## config.mk

```make
export PLATFORM = sky130hd
export DESIGN_NAME = lecb_top
export DESIGN_NICKNAME = d
export VERILOG_FILES = /design/src/rtl/lecb_pkg.sv /design/src/rtl/lecb_counter.sv /design/src/rtl/lecb_regs.sv /design/src/rtl/lecb_top.sv
export SDC_FILE = /design/constraint.sdc
export NUM_CORES = 1
export LEC_CHECK = 0
export ABC_AREA = 1
export BUFFER_PORTS_ARGS = -buffer_cell sky130_fd_sc_hd__buf_4
export CAP_MARGIN = 10
export CORE_MARGIN = 1
export CORE_UTILIZATION = 43
export DETAILED_ROUTE_END_ITERATION = 16
export GPL_TIMING_DRIVEN = 0
export PLACE_DENSITY = 0.56
export SLEW_MARGIN = 10
export SYNTH_ARGS = -nofsm -noshare
export SYNTH_HDL_FRONTEND = slang
export SYNTH_SLANG_ARGS = --single-unit
```

## constraint.sdc

```tcl
create_clock -name clk -period 1.7 [get_ports clk]
set_input_delay 0.17 -clock clk [delete_from_list [all_inputs] [get_ports clk]]
set_output_delay 0.17 -clock clk [all_outputs]
set_load 0.005 [all_outputs]
```

## src/rtl/lecb_pkg.sv

```systemverilog
`timescale 1ns/1ps
// Package: shared constants and types for the line error counter bank.
// Assumes a fixed set of seven counters, the first three of them wide.
package lecb_pkg;
    localparam int NCNT   = 7;
    localparam int N_WIDE = 3;
    localparam int ADDR_W = 5;

    localparam logic [ADDR_W-1:0] A_LAT_BASE = 5'h08;
    localparam logic [ADDR_W-1:0] A_EVF      = 5'h10;
    localparam logic [ADDR_W-1:0] A_OVF      = 5'h11;
    localparam logic [ADDR_W-1:0] A_EVM      = 5'h12;
    localparam logic [ADDR_W-1:0] A_OVM      = 5'h13;
    localparam logic [ADDR_W-1:0] A_CTRL     = 5'h14;
    localparam logic [ADDR_W-1:0] A_SECF     = 5'h15;

    // Counters that own a one-second shadow latch (all but excessive zeros)
    localparam logic [NCNT-1:0] LATCHED = 7'b0111111;

    // Control word, bit 0 is sample_en
    typedef struct packed {
        logic irq_sec_en;
        logic clr;
        logic auto_clr;
        logic sample_en;
    } ctrl_t;
endpackage

```

## src/rtl/lecb_counter.sv

```systemverilog
`timescale 1ns/1ps
// Module: one error counter with an optional one-second shadow latch.
// Priority per edge: software load, then global clear, then snapshot
// restart, then event increment. Assumes evt is a single-cycle pulse.
// ovf_o is a combinational pulse for the cycle in which an event wraps.
module lecb_counter #(
    parameter int W         = 16,
    parameter bit HAS_LATCH = 1'b1
) (
    input  logic         clk,
    input  logic         rst_n,
    input  logic         wr_sel,
    input  logic [W-1:0] wr_val,
    input  logic         clr_all,
    input  logic         snap,
    input  logic         auto_clr,
    input  logic         evt,
    output logic [W-1:0] cnt_o,
    output logic [W-1:0] lat_o,
    output logic         ovf_o
);
    localparam logic [W-1:0] ALL_ONES = '1;
    localparam logic [W-1:0] ONE      = W'(1);

    logic [W-1:0] cnt_q;
    logic [W-1:0] cnt_d;
    logic         snap_clr;

    assign snap_clr = HAS_LATCH && snap && auto_clr;

    // Next count selection by priority
    always_comb begin
        cnt_d = cnt_q;
        ovf_o = 1'b0;
        if (wr_sel) begin
            cnt_d = wr_val;
        end else if (clr_all) begin
            cnt_d = '0;
        end else if (snap_clr) begin
            cnt_d = evt ? ONE : '0;
        end else if (evt) begin
            cnt_d = cnt_q + ONE;
            ovf_o = (cnt_q == ALL_ONES);
        end
    end

    // Live counter register
    always_ff @(posedge clk) begin
        if (!rst_n) cnt_q <= '0;
        else        cnt_q <= cnt_d;
    end

    assign cnt_o = cnt_q;

    generate
        if (HAS_LATCH) begin : g_latch
            logic [W-1:0] lat_q;
            // Shadow latch captures the pre-edge count on a sampled tick
            always_ff @(posedge clk) begin
                if (!rst_n)    lat_q <= '0;
                else if (snap) lat_q <= cnt_q;
            end
            assign lat_o = lat_q;
        end else begin : g_nolatch
            assign lat_o = '0;
        end
    endgenerate
endmodule

```

## src/rtl/lecb_regs.sv

```systemverilog
`timescale 1ns/1ps
// Module: control, mask and flag registers of the counter bank.
// Holds the event and overflow flags (write-1-to-clear, set wins), the two
// mask registers, the control word with clear-edge detection, and the
// one-second flag. Also forms the interrupt line.
module lecb_regs
    import lecb_pkg::*;
#(
    parameter int N = NCNT
) (
    input  logic              clk,
    input  logic              rst_n,
    input  logic              wr,
    input  logic [ADDR_W-1:0] addr,
    input  logic [N-1:0]      wbits,
    input  logic [N-1:0]      evt,
    input  logic [N-1:0]      ovf_pulse,
    input  logic              tick,
    output ctrl_t             ctrl_o,
    output logic              clr_rise,
    output logic [N-1:0]      ev_flag_o,
    output logic [N-1:0]      ov_flag_o,
    output logic [N-1:0]      ev_mask_o,
    output logic [N-1:0]      ov_mask_o,
    output logic              sec_flag_o,
    output logic              irq
);
    logic [N-1:0] ev_clr;
    logic [N-1:0] ov_clr;
    logic         sec_clr;
    logic         clr_prev;

    assign ev_clr  = (wr && addr == A_EVF)  ? wbits    : '0;
    assign ov_clr  = (wr && addr == A_OVF)  ? wbits    : '0;
    assign sec_clr = wr && addr == A_SECF && wbits[0];

    // Mask registers, one enable bit per counter
    always_ff @(posedge clk) begin
        if (!rst_n) begin
            ev_mask_o <= '0;
            ov_mask_o <= '0;
        end else if (wr) begin
            if (addr == A_EVM) ev_mask_o <= wbits;
            if (addr == A_OVM) ov_mask_o <= wbits;
        end
    end

    // Control word and previous value of its clear bit
    always_ff @(posedge clk) begin
        if (!rst_n) begin
            ctrl_o   <= '0;
            clr_prev <= 1'b0;
        end else begin
            clr_prev <= ctrl_o.clr;
            if (wr && addr == A_CTRL) ctrl_o <= ctrl_t'(wbits[3:0]);
        end
    end

    assign clr_rise = ctrl_o.clr && !clr_prev;

    // Pending event flags, new events beat the clear
    always_ff @(posedge clk) begin
        if (!rst_n) ev_flag_o <= '0;
        else        ev_flag_o <= (ev_flag_o & ~ev_clr) | evt;
    end

    // Sticky overflow latch, new wraps beat the clear
    always_ff @(posedge clk) begin
        if (!rst_n) ov_flag_o <= '0;
        else        ov_flag_o <= (ov_flag_o & ~ov_clr) | ovf_pulse;
    end

    // One-second flag
    always_ff @(posedge clk) begin
        if (!rst_n) sec_flag_o <= 1'b0;
        else        sec_flag_o <= (sec_flag_o && !sec_clr) || tick;
    end

    // Interrupt line from all unmasked pending sources
    always_comb begin
        irq = (|(ev_flag_o & ev_mask_o)) || (|(ov_flag_o & ov_mask_o))
              || (sec_flag_o && ctrl_o.irq_sec_en);
    end
endmodule

```

## src/rtl/lecb_top.sv

```systemverilog
`timescale 1ns/1ps
// Module: line error counter bank top.
// Generates one counter per error source, with the first N_WIDE counters
// WIDE_W bits wide and the rest NARROW_W bits wide, attaches the register
// block, and decodes the read port. Assumes NARROW_W <= WIDE_W and
// err_evt bits are single-cycle pulses.
module lecb_top
    import lecb_pkg::*;
#(
    parameter int WIDE_W   = 16,
    parameter int NARROW_W = 8
) (
    input  logic                clk,
    input  logic                rst_n,
    input  logic [NCNT-1:0]     err_evt,
    input  logic                sec_tick,
    input  logic                bus_wr,
    input  logic [ADDR_W-1:0]   bus_addr,
    input  logic [WIDE_W-1:0]   bus_wdata,
    output logic [WIDE_W-1:0]   bus_rdata,
    output logic                irq
);
    localparam int DW = WIDE_W;

    logic [DW-1:0]   cnt_ext [NCNT];
    logic [DW-1:0]   lat_ext [NCNT];
    logic [NCNT-1:0] ovf_pulse;
    logic [NCNT-1:0] ev_flag;
    logic [NCNT-1:0] ov_flag;
    logic [NCNT-1:0] ev_mask;
    logic [NCNT-1:0] ov_mask;
    logic            sec_flag;
    logic            clr_rise;
    logic            snap;
    ctrl_t           ctrl;

    assign snap = sec_tick && ctrl.sample_en;

    generate
        for (genvar k = 0; k < NCNT; k++) begin : g_cnt
            localparam int W = (k < N_WIDE) ? WIDE_W : NARROW_W;
            logic [W-1:0] c;
            logic [W-1:0] l;
            lecb_counter #(
                .W        (W),
                .HAS_LATCH(LATCHED[k])
            ) u_cnt (
                .clk     (clk),
                .rst_n   (rst_n),
                .wr_sel  (bus_wr && bus_addr == ADDR_W'(k)),
                .wr_val  (bus_wdata[W-1:0]),
                .clr_all (clr_rise),
                .snap    (snap),
                .auto_clr(ctrl.auto_clr),
                .evt     (err_evt[k]),
                .cnt_o   (c),
                .lat_o   (l),
                .ovf_o   (ovf_pulse[k])
            );
            assign cnt_ext[k] = DW'(c);
            assign lat_ext[k] = DW'(l);
        end
    endgenerate

    lecb_regs #(.N(NCNT)) u_regs (
        .clk       (clk),
        .rst_n     (rst_n),
        .wr        (bus_wr),
        .addr      (bus_addr),
        .wbits     (bus_wdata[NCNT-1:0]),
        .evt       (err_evt),
        .ovf_pulse (ovf_pulse),
        .tick      (sec_tick),
        .ctrl_o    (ctrl),
        .clr_rise  (clr_rise),
        .ev_flag_o (ev_flag),
        .ov_flag_o (ov_flag),
        .ev_mask_o (ev_mask),
        .ov_mask_o (ov_mask),
        .sec_flag_o(sec_flag),
        .irq       (irq)
    );

    // Read decode: counters, latches, then the register block
    always_comb begin
        bus_rdata = '0;
        if (bus_addr < ADDR_W'(NCNT)) begin
            bus_rdata = cnt_ext[bus_addr[2:0]];
        end else if (bus_addr[4:3] == A_LAT_BASE[4:3] && bus_addr[2:0] < 3'(NCNT)) begin
            bus_rdata = lat_ext[bus_addr[2:0]];
        end else begin
            case (bus_addr)
                A_EVF:   bus_rdata = DW'(ev_flag);
                A_OVF:   bus_rdata = DW'(ov_flag);
                A_EVM:   bus_rdata = DW'(ev_mask);
                A_OVM:   bus_rdata = DW'(ov_mask);
                A_CTRL:  bus_rdata = DW'(ctrl);
                A_SECF:  bus_rdata = DW'(sec_flag);
                default: bus_rdata = '0;
            endcase
        end
    end
endmodule

```

==> results <==
- The run finished, with violations left.
- The final reports fail on hold timing, setup timing.
- The clock reaches the later pin of the worst-skew pair after 0.45 ns.
- The analysis attributes to cell leakage a power of 5.13 nW.
- In the final routed layout, each cell accounts on average for 22.1 µm.
- The number of global-route vias before repair is 11.0k.
- The number of synthesized flops with an enable pin is 0.
- The path class of the lowest-slack min-delay path is input port to flip-flop.
- The launch point of the critical path is g_cnt[3].u_cnt.cnt_o[0].
- A synthesized cell averages around 6.5 µm².
- For the worst setup path, the data required time is between 1.5 and 2 ns.
- The capturing instance or port of the critical path is bus_rdata[0].
- The net count of the finished layout is 1770.
- The async set-or-reset flop fraction in the synthesized netlist is 0%.
- The max-slew violation count is 0.
- The deepest level of the CTS H-tree is 4.
- The signal on the critical path passes through nand2_1 > nand4_1 > nand3_2 > nand4_1 > buf_4.
- Setup repair after global routing could not meet its margin everywhere.
- In this run the core area contains 57 standard-cell rows.
- The clock passes through at most 2 buffers.
- The cell area after synthesis is between 10000 and 15000 µm².
- Global routing finished with a remaining overflow of 0.
- The worst setup path is launched from a flip-flop.
- The clock edge transition at the registers on the reported setup and hold paths is 0.08 ns.
- The width of the chip is approximately 160 µm.
- The maximum number of pins on one net before global-route repair is 17.
- The most common flop cell mapped by yosys is dfxtp_1.
- The number of cells in the finished layout apart from fillers is 2068.
- Dividing the final minimum period by the clock period gives 103%.
- The most numerous cell type found on the critical path is nand4_1.
- The sum of net half-perimeters after detailed placement is approximately 34000 µm.
- The DRC violations left is 0.
- The maximum vdd ir drop is ~0.00048 V.
- The routing layer with the top usage in global route is met2.
- The first global-routing pass estimated a little under 70000 µm of wire.
- The setup path with the least slack is of type flip-flop to output port.
- The CTS sink count is 186.
- Setup slack on the critical path of the routed design comes to -0.0488 ns.
- After synthesis, the netlist uses 47 different library cells.
- The synthesized net count is about 1.7k.
- The power per cell area is between 700 and 800 nW/µm².
- In this run, the number of DRC markers left after iteration 0 of detailed routing was 1186.
- The slew at the pin closest to its max-slew limit is about 1.1 ns.
- In the global route stage, met2 resource usage came out at approximately 56%.
- TritonCTS created 17 clock buffers.
- The fraction of the yosys area taken by sequential cells is 34.8%.
- The count of max-cap constraint violations is 0.
- The largest single stage delay on the critical path is around 0.39 ns.
- The congestion estimate from routability-driven global placement came to roughly 1.0.
- Counting flops and latches in the post-synthesis netlist gives 186.
- Static timing analysis puts the maximum clock frequency at between 0.5 and 0.6 GHz.
- The layout-stage area growth over the synthesis result is 18.9%.
- The placed instance count is approximately 2k.
- The final hold violation count is 1.
- For this run, global-route usage on met3 was measured as approximately 5.4%.
- In the final layout, the multi-input gates occupy about 6300 µm².
- Summing internal, switching and leakage power gives around 10 mW.
- The die covers 25500 µm².
- By area the synthesized netlist is led by dfxtp_1 35%, nand2_1 12%, o21ai_0 9.5%, a21oi_1 8.6%, nor2_1 6.1%.
- The headroom to the max-slew limit is approximately 30%.
- The count of boundary I/O pins is approximately 50.
- The effective utilization at floorplan is between 40% and 50%.
- The startpoint identified for the worst hold timing path is sec_tick.
- The largest fanout of any net on the critical path is 6.
- The sequential cells in the finished layout cover a total of ~3800 µm².
- In this run the critical register-to-register path is captured at g_cnt[0].u_cnt.cnt_o[1].
- At the end of the flow the core is filled with cells to between 50% and 60%.
- The overall fraction of global-route tracks in use is 35.4%.
- The CTS tree is built.
- The reg-to-reg setup timing slack is 0.02 ns.
- The port buffer count is 40.
- The number of antenna violations at the first check in global routing was 1.
- The length in cells of the worst reg-to-reg path is 8.
- Setup violations remaining at the end of the flow were counted as 4.
- STA puts the critical path data arrival time at around 1.6 ns.
- In the routed layout, each cell is associated on average with a via count of 5.80.
- The fraction of met1 tracks used by global routing is between 40% and 50%.
- The total area inside the core boundary comes to about 24000 µm².
- The number of fill cells in the layout is 2544.
- The kind of capture point of the worst setup path is an output port.
- The startpoint of the lowest-slack register-to-register path is u_regs.ctrl_o[0].
- The routed design has about 46000 µm of wire.
- The minimum clock period after layout is 1.75 ns.
- The total via count in the routed design is between 10k and 15k.
- The floorplan step set the die height to ~160 µm.
- The first-pass iteration count of the detailed router is 5.
- The cell chosen for the clock root is clkbuf_16.
- The critical-path cell with the highest stage delay is dfxtp_4.
- After synthesis, the largest area contributor takes up a little over a third of total cell area.
- Yosys printed 0 warnings.
- The count of nets left with antenna violations once routing finished came out at 0.
- Across all hold checks on the routed design, the worst slack comes to -0.00587 ns.
- The fraction of final layout cells sized beyond drive strength 1 is between 10% and 20%.
- Between clock sinks in the finished design, the worst skew comes to roughly 0.016 ns.
- The cell count after synthesis came out at 1654.
- The biggest area consumer among synthesized cells is dfxtp_1.
- The count of hold-fix buffers inserted at cts is 0.
## power breakdown
group          total, mW  internal (mW)  switching, mW  leakage [nW]
sequential          4.69           4.50          0.194          1.54
clock               4.05           2.12           1.94         0.278
combinational       1.35          0.424          0.921          3.31
total               10.1           7.04           3.05          5.13
## worst max-delay path: cells and delay by family, from the launching register on
family	cells	cell delay [ns]
flops	1	0.39
simple gates	4	0.57
buf+inv	1	0.16
## worst min-delay path by stage
stage	endpoint	slack, ns	depth (start not counted)
6_report	u_regs.sec_flag_o	-0.006	3
5_1_grt	g_cnt[2].u_cnt.cnt_o[10]	0.02	3
4_1_cts	u_regs.sec_flag_o	0.003	3
2_1_floorplan	u_regs.sec_flag_o	0.30	2
3_5_place_dp	u_regs.clr_prev	0.43	2
3_3_place_gp	u_regs.clr_prev	0.44	2
## cells by family (layout without fill, tap and decap cells)
logic type | after synthesis | in the layout | synth area share, %
adder cells (fa/ha/maj) | 7 | 7 | 0.818
buffers and inverters | 249 | 338 | 9.80
other | 0 | 1 | 0
AO/OA/AOI/OAI | 481 | 481 | 24.0
flip-flops | 186 | 186 | 34.8
AND/OR/NAND/NOR | 727 | 727 | 30.3
XOR/XNOR | 4 | 4 | 0.327
## what timing repair did
action | CTS | global route
buffers inserted | 9 | 11
pin swaps | 18 | 34
resized for setup | 114 | 129
endpoints found under the setup margin | 129 | 125
## layout by cell type (no fill, tap or decap), types with 5 or more instances in the layout
cell       netlist  layout
nand3_2          8      28
o21ai_2          0       5
o21ai_0        204     191
nor2_4           4      13
nor3_1           9       8
ha_1             7       6
nand2_1        347     340
nand2_4          6      10
dfxtp_1        186     124
o21ai_1         32      40
inv_6            0       5
nor2_1         175     160
nand2_2          4       7
clkbuf_2         0      10
a21oi_1        183     175
nor2_2           7      13
buf_4           15      76
o22ai_1         14      13
clkbuf_16        0      17
o211ai_1        10      10
nand3_1        127     105
nand4_1         23      23
inv_2           18      31
clkbuf_1        41      28
dfxtp_4          0      15
a22o_1           8       8
a21oi_2          2      10
a22oi_1         14       7
buf_6            5      11
inv_1          147     132
a22oi_2          0       7
dfxtp_2          0      47
## Yosys cell counts (14+ instances only)
library cell,instances
nand2_1,347
o21ai_0,204
dfxtp_1,186
a21oi_1,183
nor2_1,175
inv_1,147
nand3_1,127
clkbuf_1,41
o21ai_1,32
nand4_1,23
inv_2,18
buf_2,15
buf_4,15
a22oi_1,14
o22ai_1,14
## area by class of cell
cell class / count / share of cell area (%)
plain buffers: 79 / 3.94
multi-input cells: 1219 / 49.5
clock buffers: 20 / 3.59
clock inverters: 11 / 0.855
repair buffers: 60 / 3.78
inverters: 168 / 5.01
well taps: 324 / 3.18
diodes: 1 / 0.0196
flip-flops and latches: 186 / 30.1
## sequential cells by signal, indices dropped and copies added, names as in the netlist
signal,count
u_regs.ev_mask_o,7
u_regs.sec_flag_o,1
g_cnt.u_cnt.cnt_o,80
u_regs.ov_flag_o,7
u_regs.clr_prev,1
u_regs.ov_mask_o,7
u_regs.ev_flag_o,7
u_regs.ctrl_o,4
g_cnt.u_cnt.lat_o,72
## routing by layer
layer	up-vias	wire, µm
li1	5710	-
met1	5613	18900
met2	556	20500
met3	122	3620
met4	0	2660
met5	-	0
## metrics by stage
stage	instance area (µm²)	setup TNS [ns]	setup slack, ns
final	12700	-0.121	-0.0488
after CTS	12300	-0.0908	-0.0465
after floorplan	10700	0	0.294
after detailed placement	11400	-17.97	-0.378
after global routing	12700	-0.364	-0.0625
after global placement	11400	-16.49	-0.401
Note: power is estimated with default switching activity, not from simulation.
